**config.mk**
```make
export PLATFORM = sky130hd
export DESIGN_NAME = mwf_engine
export DESIGN_NICKNAME = d
export VERILOG_FILES = /design/src/rtl/mwf_pkg.sv /design/src/rtl/mwf_item_fifo.sv /design/src/rtl/mwf_rr_arb.sv /design/src/rtl/mwf_seq.sv /design/src/rtl/mwf_engine.sv
export SDC_FILE = /design/constraint.sdc
export NUM_CORES = 1
export LEC_CHECK = 0
export ABC_CLOCK_PERIOD_IN_PS = 11500
export BUFFER_PORTS_ARGS = -buffer_cell sky130_fd_sc_hd__buf_2
export CORE_AREA = 2 2 368 370
export CTS_CLUSTER_DIAMETER = 50
export DETAILED_ROUTE_END_ITERATION = 10
export DIE_AREA = 0 0 370 372
export GPL_TIMING_DRIVEN = 0
export PLACE_DENSITY_LB_ADDON = 0.1
export SKIP_LAST_GASP = 1
export SLEW_MARGIN = 40
export SYNTH_ARGS = -nofsm -noshare
export SYNTH_HDL_FRONTEND = slang
export SYNTH_SLANG_ARGS = --single-unit
export TNS_END_PERCENT = 5
```
**constraint.sdc**
```tcl
create_clock -name clk -period 11.5 [get_ports clk]
set_clock_uncertainty 0.2 [all_clocks]
set_input_delay 1.15 -clock clk [delete_from_list [all_inputs] [get_ports clk]]
set_output_delay 1.15 -clock clk [all_outputs]
set_load 0.1 [all_outputs]
```
**src/rtl/mwf_pkg.sv**
```systemverilog
package mwf_pkg;
  typedef enum logic [3:0] {
    ST_IDLE, ST_LOCK_Q, ST_LOCK_R, ST_STAT_Q, ST_STAT_R,
    ST_DATA_Q, ST_DATA_R, ST_UPD_Q, ST_UPD_R, ST_REL_Q, ST_REL_R
  } mwf_state_e;

  // status word: [31:16] read index, [15:0] fill count (items)
  function automatic logic has_work(input logic to_cp, input logic [31:0] stat,
                                    input logic [15:0] depth);
    if (to_cp) return stat[15:0] != 16'd0;
    else       return stat[15:0] < depth;
  endfunction

  function automatic logic [15:0] slot_of(input logic to_cp, input logic [31:0] stat,
                                          input logic [15:0] depth);
    logic [16:0] sum;
    sum = {1'b0, stat[31:16]} + {1'b0, stat[15:0]};
    if (to_cp) return stat[31:16];
    if (sum >= {1'b0, depth}) sum = sum - {1'b0, depth};
    return sum[15:0];
  endfunction

  function automatic logic [31:0] next_stat(input logic to_cp, input logic [31:0] stat,
                                            input logic [15:0] depth);
    logic [15:0] nidx;
    nidx = stat[31:16] + 16'd1;
    if (nidx == depth) nidx = 16'd0;
    if (to_cp) return {nidx, stat[15:0] - 16'd1};
    else       return {stat[31:16], stat[15:0] + 16'd1};
  endfunction
endpackage

```
**src/rtl/mwf_item_fifo.sv**
```systemverilog
module mwf_item_fifo #(
  parameter int DW    = 64,
  parameter int DEPTH = 2
) (
  input  logic          clk,
  input  logic          rst_n,
  input  logic          in_valid,
  output logic          in_ready,
  input  logic [DW-1:0] in_data,
  output logic          out_valid,
  input  logic          out_ready,
  output logic [DW-1:0] out_data
);
  localparam int PW = (DEPTH > 1) ? $clog2(DEPTH) : 1;
  localparam int CW = $clog2(DEPTH + 1);

  logic [DW-1:0] store [DEPTH];
  logic [PW-1:0] wp, rp;
  logic [CW-1:0] cnt;
  logic do_in, do_out;

  assign in_ready  = cnt != CW'(DEPTH);
  assign out_valid = cnt != '0;
  assign out_data  = store[rp];
  assign do_in     = in_valid && in_ready;
  assign do_out    = out_valid && out_ready;

  always_ff @(posedge clk) begin
    if (!rst_n) begin
      wp <= '0; rp <= '0; cnt <= '0;
    end else begin
      if (do_in)  wp <= (wp == PW'(DEPTH - 1)) ? '0 : wp + 1'b1;
      if (do_out) rp <= (rp == PW'(DEPTH - 1)) ? '0 : rp + 1'b1;
      cnt <= cnt + CW'(do_in) - CW'(do_out);
    end
  end

  always_ff @(posedge clk) if (do_in) store[wp] <= in_data;
endmodule

```
**src/rtl/mwf_rr_arb.sv**
```systemverilog
module mwf_rr_arb #(
  parameter int N  = 3,
  localparam int CW = (N > 1) ? $clog2(N) : 1
) (
  input  logic          clk,
  input  logic          rst_n,
  input  logic [N-1:0]  req,
  input  logic          take,
  output logic          gnt_valid,
  output logic [CW-1:0] gnt_idx
);
  logic [CW-1:0] last;

  always_comb begin
    gnt_valid = 1'b0;
    gnt_idx   = last;
    for (int k = 1; k <= N; k++) begin
      int idx;
      idx = (int'(last) + k) % N;
      if (!gnt_valid && req[idx]) begin
        gnt_valid = 1'b1;
        gnt_idx   = CW'(idx);
      end
    end
  end

  always_ff @(posedge clk) begin
    if (!rst_n) last <= CW'(N - 1);
    else if (take && gnt_valid) last <= gnt_idx;
  end
endmodule

```
**src/rtl/mwf_seq.sv**
```systemverilog
module mwf_seq
  import mwf_pkg::*;
#(
  parameter int NCH = 3,
  parameter int AW  = 32,
  parameter int DW  = 64,
  localparam int CW = (NCH > 1) ? $clog2(NCH) : 1
) (
  input  logic          clk,
  input  logic          rst_n,
  input  logic          gnt_valid,
  input  logic [CW-1:0] gnt_idx,
  output logic          take,
  output logic [CW-1:0] cur,
  input  logic          is_to,
  input  logic [AW-1:0] c_lock,
  input  logic [AW-1:0] c_stat,
  input  logic [AW-1:0] c_base,
  input  logic [15:0]   c_depth,
  input  logic [7:0]    c_width,
  input  logic [DW-1:0] head_data,
  output logic          m_req_valid,
  input  logic          m_req_ready,
  output logic          m_req_write,
  output logic          m_req_lock,
  output logic [AW-1:0] m_req_addr,
  output logic [7:0]    m_req_bytes,
  output logic [DW-1:0] m_req_wdata,
  input  logic          m_rsp_valid,
  output logic          m_rsp_ready,
  input  logic          m_rsp_err,
  input  logic [DW-1:0] m_rsp_rdata,
  output logic          push_stb,
  output logic          pop_stb,
  output logic          bo_load
);
  mwf_state_e st;
  logic [31:0] stat_r;
  logic        fail_r;
  logic [23:0] off;
  logic        rsp_ok;

  assign take   = (st == ST_IDLE) && gnt_valid;
  assign rsp_ok = m_rsp_valid && !m_rsp_err;
  assign off    = 24'(slot_of(is_to, stat_r, c_depth)) * 24'(c_width);

  always_comb begin
    m_req_valid = 1'b0; m_req_write = 1'b0; m_req_lock = 1'b0;
    m_req_addr  = c_lock; m_req_bytes = 8'd4; m_req_wdata = '0;
    unique case (st)
      ST_LOCK_Q: begin m_req_valid = 1'b1; m_req_lock = 1'b1; end
      ST_STAT_Q: begin m_req_valid = 1'b1; m_req_addr = c_stat; end
      ST_DATA_Q: begin
        m_req_valid = 1'b1; m_req_write = !is_to;
        m_req_addr  = c_base + AW'(off);
        m_req_bytes = c_width; m_req_wdata = head_data;
      end
      ST_UPD_Q: begin
        m_req_valid = 1'b1; m_req_write = 1'b1; m_req_addr = c_stat;
        m_req_wdata = DW'(next_stat(is_to, stat_r, c_depth));
      end
      ST_REL_Q: begin m_req_valid = 1'b1; m_req_write = 1'b1; end
      default: ;
    endcase
  end

  assign m_rsp_ready = (st == ST_LOCK_R) || (st == ST_STAT_R) || (st == ST_DATA_R)
                    || (st == ST_UPD_R)  || (st == ST_REL_R);
  assign push_stb = (st == ST_DATA_R) && rsp_ok && is_to;
  assign pop_stb  = (st == ST_DATA_R) && rsp_ok && !is_to;
  assign bo_load  = ((st == ST_LOCK_R) && m_rsp_valid && (m_rsp_err || m_rsp_rdata[31:0] != 32'd0))
                 || ((st == ST_REL_R) && m_rsp_valid && fail_r);

  always_ff @(posedge clk) begin
    if (!rst_n) begin
      st <= ST_IDLE; cur <= '0; stat_r <= '0; fail_r <= 1'b0;
    end else begin
      unique case (st)
        ST_IDLE: if (gnt_valid) begin cur <= gnt_idx; fail_r <= 1'b0; st <= ST_LOCK_Q; end
        ST_LOCK_Q: if (m_req_ready) st <= ST_LOCK_R;
        ST_LOCK_R: if (m_rsp_valid)
          st <= (m_rsp_err || m_rsp_rdata[31:0] != 32'd0) ? ST_IDLE : ST_STAT_Q;
        ST_STAT_Q: if (m_req_ready) st <= ST_STAT_R;
        ST_STAT_R: if (m_rsp_valid) begin
          stat_r <= m_rsp_rdata[31:0];
          if (m_rsp_err || !has_work(is_to, m_rsp_rdata[31:0], c_depth)) begin
            fail_r <= 1'b1; st <= ST_REL_Q;
          end else st <= ST_DATA_Q;
        end
        ST_DATA_Q: if (m_req_ready) st <= ST_DATA_R;
        ST_DATA_R: if (m_rsp_valid) begin
          if (m_rsp_err) begin fail_r <= 1'b1; st <= ST_REL_Q; end
          else st <= ST_UPD_Q;
        end
        ST_UPD_Q: if (m_req_ready) st <= ST_UPD_R;
        ST_UPD_R: if (m_rsp_valid) begin
          if (m_rsp_err) fail_r <= 1'b1;
          st <= ST_REL_Q;
        end
        ST_REL_Q: if (m_req_ready) st <= ST_REL_R;
        ST_REL_R: if (m_rsp_valid) st <= ST_IDLE;
        default: st <= ST_IDLE;
      endcase
    end
  end
endmodule

```
**src/rtl/mwf_engine.sv**
```systemverilog
module mwf_engine #(
  parameter int       NCH     = 3,
  parameter bit [NCH-1:0] TO_MASK = 3'b101,
  parameter int       AW      = 32,
  parameter int       DW      = 64,
  parameter int       FDEPTH  = 2,
  parameter int       WW      = 16,
  localparam int      CW      = (NCH > 1) ? $clog2(NCH) : 1
) (
  input  logic                    clk,
  input  logic                    rst_n,
  input  logic [NCH-1:0]          cfg_run,
  input  logic [NCH-1:0][AW-1:0]  cfg_lock_addr,
  input  logic [NCH-1:0][AW-1:0]  cfg_stat_addr,
  input  logic [NCH-1:0][AW-1:0]  cfg_base_addr,
  input  logic [NCH-1:0][15:0]    cfg_depth,
  input  logic [NCH-1:0][7:0]     cfg_width,
  input  logic [WW-1:0]           cfg_wait,
  output logic                    m_req_valid,
  input  logic                    m_req_ready,
  output logic                    m_req_write,
  output logic                    m_req_lock,
  output logic [AW-1:0]           m_req_addr,
  output logic [7:0]              m_req_bytes,
  output logic [DW-1:0]           m_req_wdata,
  input  logic                    m_rsp_valid,
  output logic                    m_rsp_ready,
  input  logic                    m_rsp_err,
  input  logic [DW-1:0]           m_rsp_rdata,
  output logic [NCH-1:0]          cp_out_valid,
  input  logic [NCH-1:0]          cp_out_ready,
  output logic [NCH-1:0][DW-1:0]  cp_out_data,
  input  logic [NCH-1:0]          cp_in_valid,
  output logic [NCH-1:0]          cp_in_ready,
  input  logic [NCH-1:0][DW-1:0]  cp_in_data
);
  logic [NCH-1:0]         need, elig;
  logic [NCH-1:0][DW-1:0] head;
  logic                   gnt_valid, take, push_stb, pop_stb, bo_load;
  logic [CW-1:0]          gnt_idx, cur;

  for (genvar i = 0; i < NCH; i++) begin : g_ch
    localparam bit IS_TO = TO_MASK[i];
    logic          f_in_v, f_in_r, f_out_v, f_out_r;
    logic [DW-1:0] f_in_d, f_out_d;
    logic [WW-1:0] bo_cnt;

    assign f_in_v  = IS_TO ? (push_stb && cur == CW'(i)) : cp_in_valid[i];
    assign f_in_d  = IS_TO ? m_rsp_rdata : cp_in_data[i];
    assign f_out_r = IS_TO ? cp_out_ready[i] : (pop_stb && cur == CW'(i));

    mwf_item_fifo #(.DW(DW), .DEPTH(FDEPTH)) u_fifo (
      .clk(clk), .rst_n(rst_n),
      .in_valid(f_in_v), .in_ready(f_in_r), .in_data(f_in_d),
      .out_valid(f_out_v), .out_ready(f_out_r), .out_data(f_out_d));

    assign cp_out_valid[i] = IS_TO && f_out_v;
    assign cp_out_data[i]  = IS_TO ? f_out_d : '0;
    assign cp_in_ready[i]  = !IS_TO && f_in_r;
    assign head[i]         = f_out_d;
    assign need[i]         = IS_TO ? !f_out_v : !f_in_r;
    assign elig[i]         = cfg_run[i] && need[i] && (bo_cnt == '0);

    always_ff @(posedge clk) begin
      if (!rst_n) bo_cnt <= '0;
      else if (bo_load && cur == CW'(i)) bo_cnt <= cfg_wait;
      else if (bo_cnt != '0) bo_cnt <= bo_cnt - 1'b1;
    end
  end

  mwf_rr_arb #(.N(NCH)) u_arb (
    .clk(clk), .rst_n(rst_n), .req(elig), .take(take),
    .gnt_valid(gnt_valid), .gnt_idx(gnt_idx));

  mwf_seq #(.NCH(NCH), .AW(AW), .DW(DW)) u_seq (
    .clk(clk), .rst_n(rst_n),
    .gnt_valid(gnt_valid), .gnt_idx(gnt_idx), .take(take), .cur(cur),
    .is_to(TO_MASK[cur]),
    .c_lock(cfg_lock_addr[cur]), .c_stat(cfg_stat_addr[cur]),
    .c_base(cfg_base_addr[cur]), .c_depth(cfg_depth[cur]), .c_width(cfg_width[cur]),
    .head_data(head[cur]),
    .m_req_valid(m_req_valid), .m_req_ready(m_req_ready), .m_req_write(m_req_write),
    .m_req_lock(m_req_lock), .m_req_addr(m_req_addr), .m_req_bytes(m_req_bytes),
    .m_req_wdata(m_req_wdata), .m_rsp_valid(m_rsp_valid), .m_rsp_ready(m_rsp_ready),
    .m_rsp_err(m_rsp_err), .m_rsp_rdata(m_rsp_rdata),
    .push_stb(push_stb), .pop_stb(pop_stb), .bo_load(bo_load));
endmodule

```
==> results.py, run 1 <==
metrics = {
    "placed_design": {
        "hpwlAfterDp_um": 139000,
        "io_buffer_count": 752,
        "dp_slack_ps": -2360,
        "gp_congestion": 0.899,
        "placedCellCount": 5925,
    },
    "setup_path": {
        "criticalPathCategory": "register to primary output",
        "ff2ff_path_depth": 19,
        "crit_end": "m_req_addr[28]",
        "reg2reg_to": "g_ch[2].u_fifo.store[0][59]",
        "cpMostUsedCell": "fa_1",
        "cp_max_fo": 10,
        "worstPathRequired_ps": 10150,
        "slowest_stage": "fa_1",
        "crit_arrival_ps": 9890,
        "critPathMaxStageDelay_ps": 600,
        "end_kind": "primary output",
        "regToRegSetupSlack_ps": 6340,
        "setup.worst_path.start_class": "register",
    },
    "grt": {
        "grt_pass1_vias": 29400,
        "grt_pass1_wl_um": 230000,
        "grt_max_degree": 32,
        "groute.usage.overall_pct": 23.8,
        "antenna_found_initial": 42,
        "grt-ovfl-total": 0,
    },
    "timing": {
        "fin_hold_ws_ps": 273,
        "min_period_over_period_pct": 97.7,
        "maxSlewHeadroom_pct": 41.7,
        "worst_slew_pin_slew_ps": 875,
        "drv_slew": 0,
        "setup_viol": 0,
        "hold_viol": 0,
        "min_period_ps": 11240,
        "rsz0062_at_grt": "true",
        "worst_slack_ps": 261,
        "maxClockFrequency_ghz": 0.0890,
    },
    "synth": {
        "yosys_most_used_dff": "edfxtp_1",
        "yosysUniqueCellTypes": 96,
        "synth_area_um2": 33200,
        "ys_seq_area_share_pct": 41.0,
        "async_reset_ff_share_pct": 0,
        "synth_edf_count": 384,
        "ys_warn_count": 0,
        "syn_inst": 3281,
        "avgSynthCellArea_um2": 10.1,
        "yosys_register_bits": 487,
    },
    "route": {
        "drtIter0Drc": 2285,
        "drc": 0,
        "wl_per_cell_um": 27.9,
        "drt_pass1_iterations": 5,
        "routed_via_density": 4.92,
        "via_count": 30000,
        "routed_wl_um": 170000,
        "postRouteAntennaNets": 0,
    },
    "clock_network": {
        "numCtsBuffers": 74,
        "clk-insertion-delay-late_ps": 630,
        "cts_buffer_depth": 3,
        "cts_tree": "yes",
        "clock-sinks": 487,
        "htreeDepth": 3,
        "clock-root-buffer": "clkbuf_16",
        "clkTransAtPathRegs_ps": 50,
        "cts_hold_buf": 0,
    },
    "status": {
        "status": "completed",
    },
    "final_layout": {
        "final_common_cell": "buf_2",
        "finalNetCount": 5129,
        "area_growth_pct": 31.7,
        "final_cell_mix": "774 x buf_2, 384 x edfxtp_1, 287 x nor2_1",
        "drive_gt1_share_pct": 31.4,
        "final_cells": 6100,
    },
    "job": {
        "drv_cap": 0,
    },
    "min_path": {
        "hp-class": "register to register",
    },
    "floorplan": {
        "die_area_um2": 138000,
        "fp.dieH_um": 372,
        "die_w_um": 370,
        "start_util_pct": 24.7,
        "core_area_um2": 134000,
        "num_rows": 135,
        "pin_count": 952,
    },
    "power": {
        "p_leak_nw": 18.0,
        "p_per_area_nw_per_um2": 279,
        "vdd_ir_drop_max_mv": 0.208,
    },
}
-- sequential cells by signal (all words and copies together) (netlist names), named ones only --
signal and count:
g_ch.bo_cnt 48, u_seq.cur 1, u_seq.st 4, u_seq.fail_r 1
u_seq.stat_r 32, g_ch.u_fifo.cnt 6, g_ch.u_fifo.wp 3, u_arb.last 1
g_ch.u_fifo.store 384, g_ch.u_fifo.rp 3
-- per-layer routing --
metal	up-vias	share of wire, %	global-route usage (%)	wire [um]
met5	-	0.086	0	147
met4	26	1.9	4.96	3270
met3	169	7.2	4.43	12200
met2	1106	47	39.2	79800
met1	15000	44	32.4	74600
li1	13700	-	-	-
-- where the power goes --
part,total [mW],switching (mW),internal (mW)
logic,7.79,5.46,2.33
registers,2.12,0.0986,2.02
clock network,2.27,0.894,1.37
-- how the worst min path moves through the flow --
stage | startpoint | to | depth (start not counted)
after floorplan | u_seq.fail_r | u_seq.fail_r | 2
after detailed placement | u_seq.fail_r | u_seq.fail_r | 2
after global routing | u_seq.fail_r | u_seq.fail_r | 2
after global placement | u_seq.fail_r | u_seq.fail_r | 2
after CTS | u_seq.fail_r | u_seq.fail_r | 2
final | u_seq.fail_r | u_seq.fail_r | 2
-- critical path, delay by kind of cell (launching register included) --
family / cells / cell delay (ps)
buf+inv: 8 / 1380
fa+ha+maj: 6 / 2750
compound gates: 12 / 3240
mux: 1 / 560
simple gates: 4 / 810
flops: 1 / 380
xor+xnor: 1 / 90
-- logic make-up after synthesis --
logic type	synth area share, %
xor gates and xnor gates	3.21
adders and majority gates	11.3
muxes	10.2
other	0.0113
and+or+nand+nor	13.4
AOI/OAI and AO/OA	14.8
DFF	41.0
buffers and inverters	6.20
-- what timing repair did --
item,CTS,global route
gates resized for setup,91,70
pin swaps,10,12
setup endpoints to repair,29,21
buffers inserted,14,17
-- metrics by stage --
step	util (%)	power, mW	instance area [um^2]	setup TNS, ps
3_3_place_gp	29.3	9.56	39400	-477400
4_1_cts	32.2	12.1	43200	-414
2_1_floorplan	-	6.97	33400	-22.2
3_5_place_dp	30.0	9.61	40200	-34220
5_1_grt	32.5	12.9	43600	-139
6_report	32.5	12.2	43700	0
-- cells in the mapped netlist (all sizes together) (103+ instances only) --
cell | instances | share of area (%)
mux2 | 130 | 4.4
clkbuf | 146 | 1.8
buf | 107 | 2.2
a21oi | 164 | 2.5
dfxtp | 103 | 6.2
o21ai | 149 | 2.3
nand2 | 279 | 3.2
edfxtp | 384 | 35
ha | 124 | 4.7
fa | 109 | 6.6
nor2 | 293 | 3.3
inv | 193 | 2.2
mux2i | 191 | 5.8
-- cell type report --
class	instances	area, um^2
sequential	487	13600
timing repair buffer	828	4640
clock buffer	85	1910
tap	1781	2230
fill	14200	90600
clock inverter	49	579
buffer	252	1460
inverter	194	728
multi-input combinational	2413	18500
antenna	11	27.5
Power figures use the tool's default switching activity.
==> run 2: changes to the inputs <==
--- a/config.mk
+++ b/config.mk
@@ -5,12 +5,14 @@
 export SDC_FILE = /design/constraint.sdc
 export NUM_CORES = 1
 export LEC_CHECK = 0
+export ABC_AREA = 1
 export ABC_CLOCK_PERIOD_IN_PS = 11500
-export BUFFER_PORTS_ARGS = -buffer_cell sky130_fd_sc_hd__buf_2
-export CORE_AREA = 2 2 368 370
+export BUFFER_PORTS_ARGS = -buffer_cell sky130_fd_sc_hd__buf_4
+export CAP_MARGIN = 20
+export CORE_AREA = 2 2 375 377
 export CTS_CLUSTER_DIAMETER = 50
 export DETAILED_ROUTE_END_ITERATION = 10
-export DIE_AREA = 0 0 370 372
+export DIE_AREA = 0 0 377 379
 export GPL_TIMING_DRIVEN = 0
 export PLACE_DENSITY_LB_ADDON = 0.1
 export SKIP_LAST_GASP = 1
==> results.py, run 2 <==
metrics = {
    "status": {
        "status": "completed",
    },
    "route": {
        "via_count": 30600,
        "drt_pass1_iterations": 7,
        "postRouteAntennaNets": 0,
        "drc": 0,
        "routed_wl_um": 169000,
        "routed_via_density": 4.65,
        "wl_per_cell_um": 25.7,
        "drtIter0Drc": 1873,
    },
    "final_layout": {
        "final_cell_mix": "950 x nand2_1, 824 x buf_4, 393 x inv_1",
        "largest_reg_flops": 384,
        "reg_top3": "g_ch.u_fifo.store: 384 flops, g_ch.bo_cnt: 48 flops, u_seq.stat_r: 32 flops",
        "final_common_cell": "nand2_1",
        "finalNetCount": 5615,
        "fin_util_pct": 31.4,
        "regMostFlops": "g_ch.u_fifo.store",
        "n_fill_cell": 15000,
        "drive_gt1_share_pct": 24.8,
        "area_growth_pct": 34.4,
        "final_cells": 6596,
        "final_cell_area_um2": 43600,
        "multi_input_area_um2": 16500,
        "register_area_um2": 13600,
    },
    "power": {
        "p_leak_nw": 19.6,
        "seq_power_share_pct": 18.6,
        "power.share.combinational_pct": 63.4,
        "p_clk_share_pct": 18.0,
        "finalPower_mw": 11.4,
        "power_switching_mw": 6.07,
        "cell_internal_pwr_mw": 5.30,
        "p_sw_share_pct": 53.4,
        "vdd_ir_drop_max_mv": 0.136,
        "p_per_area_nw_per_um2": 261,
    },
    "placed_design": {
        "io_buffer_count": 752,
        "postPlaceCellArea_um2": 41400,
        "gp_congestion": 0.914,
        "placedCellCount": 6473,
        "hpwlAfterDp_um": 141000,
    },
    "synth": {
        "synth_top_area_share_pct": 35.5,
        "syn_inst": 3815,
        "yosys_register_bits": 487,
        "avgSynthCellArea_um2": 8.51,
        "yosysUniqueCellTypes": 58,
        "ys_top_cells_by_count": "950 x nand2_1, 394 x inv_1, 384 x edfxtp_1, 330 x nor2_1, 249 x nand3_1",
        "yosysMostFrequentCell": "nand2_1",
        "synth_top_cell_by_area": "edfxtp_1",
        "async_reset_ff_share_pct": 0,
        "yosys_most_used_dff": "edfxtp_1",
        "synth_area_um2": 32500,
        "ys_seq_area_share_pct": 41.9,
        "synth.area.top_cells": "edfxtp_1 36%, nand2_1 11%, fa_1 6.7%",
        "synth_edf_count": 384,
        "ys_warn_count": 0,
    },
    "clock_network": {
        "numCtsBuffers": 67,
        "htreeDepth": 3,
        "cts_buffer_depth": 3,
        "clock-sinks": 487,
        "clk-insertion-delay-late_ps": 610,
        "clkTransAtPathRegs_ps": 50,
        "postCtsSetupRepairBufs": 0,
        "clock-root-buffer": "clkbuf_16",
        "cts_tree": "yes",
    },
    "floorplan": {
        "die_w_um": 377,
        "num_rows": 137,
        "core_area_um2": 139000,
        "fp.dieH_um": 379,
        "pin_count": 952,
        "start_util_pct": 23.4,
        "die_area_um2": 143000,
    },
    "setup_path": {
        "cpMostUsedCell": "nand2_1",
        "cp_max_fo": 10,
        "criticalPathCategory": "register to primary output",
        "crit_arrival_ps": 9680,
        "slowest_stage": "fa_1",
        "critPathMaxStageDelay_ps": 610,
        "setup.worst_path.start_class": "register",
        "worstPathRequired_ps": 10150,
        "end_kind": "primary output",
    },
    "grt": {
        "antenna_found_initial": 18,
        "grt_pass1_vias": 30200,
        "grt_pass1_wl_um": 231000,
        "grt_max_degree": 16,
        "groute.usage.overall_pct": 22.9,
        "grt-ovfl-total": 0,
    },
    "timing": {
        "min_period_ps": 11030,
        "maxSlewHeadroom_pct": 39.5,
        "maxClockFrequency_ghz": 0.0906,
        "setup_tns_ps": 0,
        "worst_slew_pin_slew_ps": 907,
        "hold_viol": 0,
        "min_period_over_period_pct": 95.9,
        "drv_slew": 0,
        "rsz0062_at_grt": "true",
        "setup_viol": 0,
    },
    "job": {
        "drv_cap": 0,
    },
    "min_path": {
        "hp-class": "register to register",
    },
}
-- run 2: cell count changes in the layout (fill, tap and decap cells not counted), moves of 63 or more --
cell	previous run	this run
buf_4	109	824
nand2_1	279	950
buf_2	774	22
a211oi_1	78	3
a21boi_0	63	0
nand3_1	52	247
inv_1	192	393
mux2i_1	190	2
a21oi_1	149	219
-- run 2: stage by stage --
stage               hold slack (ps)  setup slack (ps)
global placement                236               603
finish                          247               468
CTS                             249               279
floorplan                       225              1870
global route                    275              -147
detailed placement              241               913
-- run 2: repair_timing --
action	4_1_cts	5_1_grt
resized for setup	0	5
hold buffers	0	0
endpoints found under the setup margin	0	13
-- run 2: cell families (layout without fill, tap and decap cells) --
kind of cell,count (synthesis),in the layout,synth area share (%)
AND/OR/NAND/NOR,1633,1633,20.6
buffers and inverters,635,1541,8.24
AO/OA/AOI/OAI,618,618,11.2
flip-flops,487,487,41.9
adder cells (fa/ha/maj),233,233,11.5
multiplexers,125,125,4.33
XOR/XNOR,83,83,2.24
other,1,69,0.0116
-- run 2: power groups by stage --
stage	combinational [mW]	sequential (mW)	clock (mW)
5_1_grt	8.00	2.13	2.16
4_1_cts	7.35	2.11	2.09
6_report	7.21	2.12	2.04
3_5_place_dp	7.32	2.15	0
3_3_place_gp	7.28	2.16	0
2_1_floorplan	4.77	2.13	0
-- run 2: area by class of cell --
class | instances | share of cell area, %
well taps | 1807 | 5.18
repair buffers | 786 | 14.6
diodes | 2 | 0.0115
multi-input cells | 2759 | 37.9
plain buffers | 227 | 2.74
flip-flops and latches | 487 | 31.1
clock inverters | 36 | 0.843
inverters | 408 | 3.52
clock buffers | 84 | 4.08
-- run 2: path summary, 6_finish.rpt --
kind | from | endpoint | slack (ps) | depth (start not counted)
worst max-delay path | u_seq.stat_r[16] | m_req_addr[29] | 470 | 38
worst min-delay path | g_ch[0].u_fifo.rp | register | 250 | 1
worst max register to register | u_seq.st[1] | g_ch[2].u_fifo.store[1][2] | 7720 | 16
worst min register to register | g_ch[0].u_fifo.rp | register | 250 | 1
-- run 2: per-layer routing --
metal	share of wire [%]	routed length, um	vias up	global-route usage (%)
li1	-	-	14600	-
met1	43	72200	15000	28.7
met2	50	84000	942	40.6
met3	5.6	9530	158	4.05
met4	2.1	3570	18	5.25
met5	0.064	108	-	0
-- run 2: critical path, delay by kind of cell, from the launching register on --
kind / cells / cell delay (ps)
AOI/OAI and AO/OA: 6 / 1440
xor gates and xnor gates: 1 / 320
adders and majority gates: 7 / 3210
buffers and inverters: 7 / 1090
DFF: 1 / 590
and+or+nand+nor: 17 / 2400
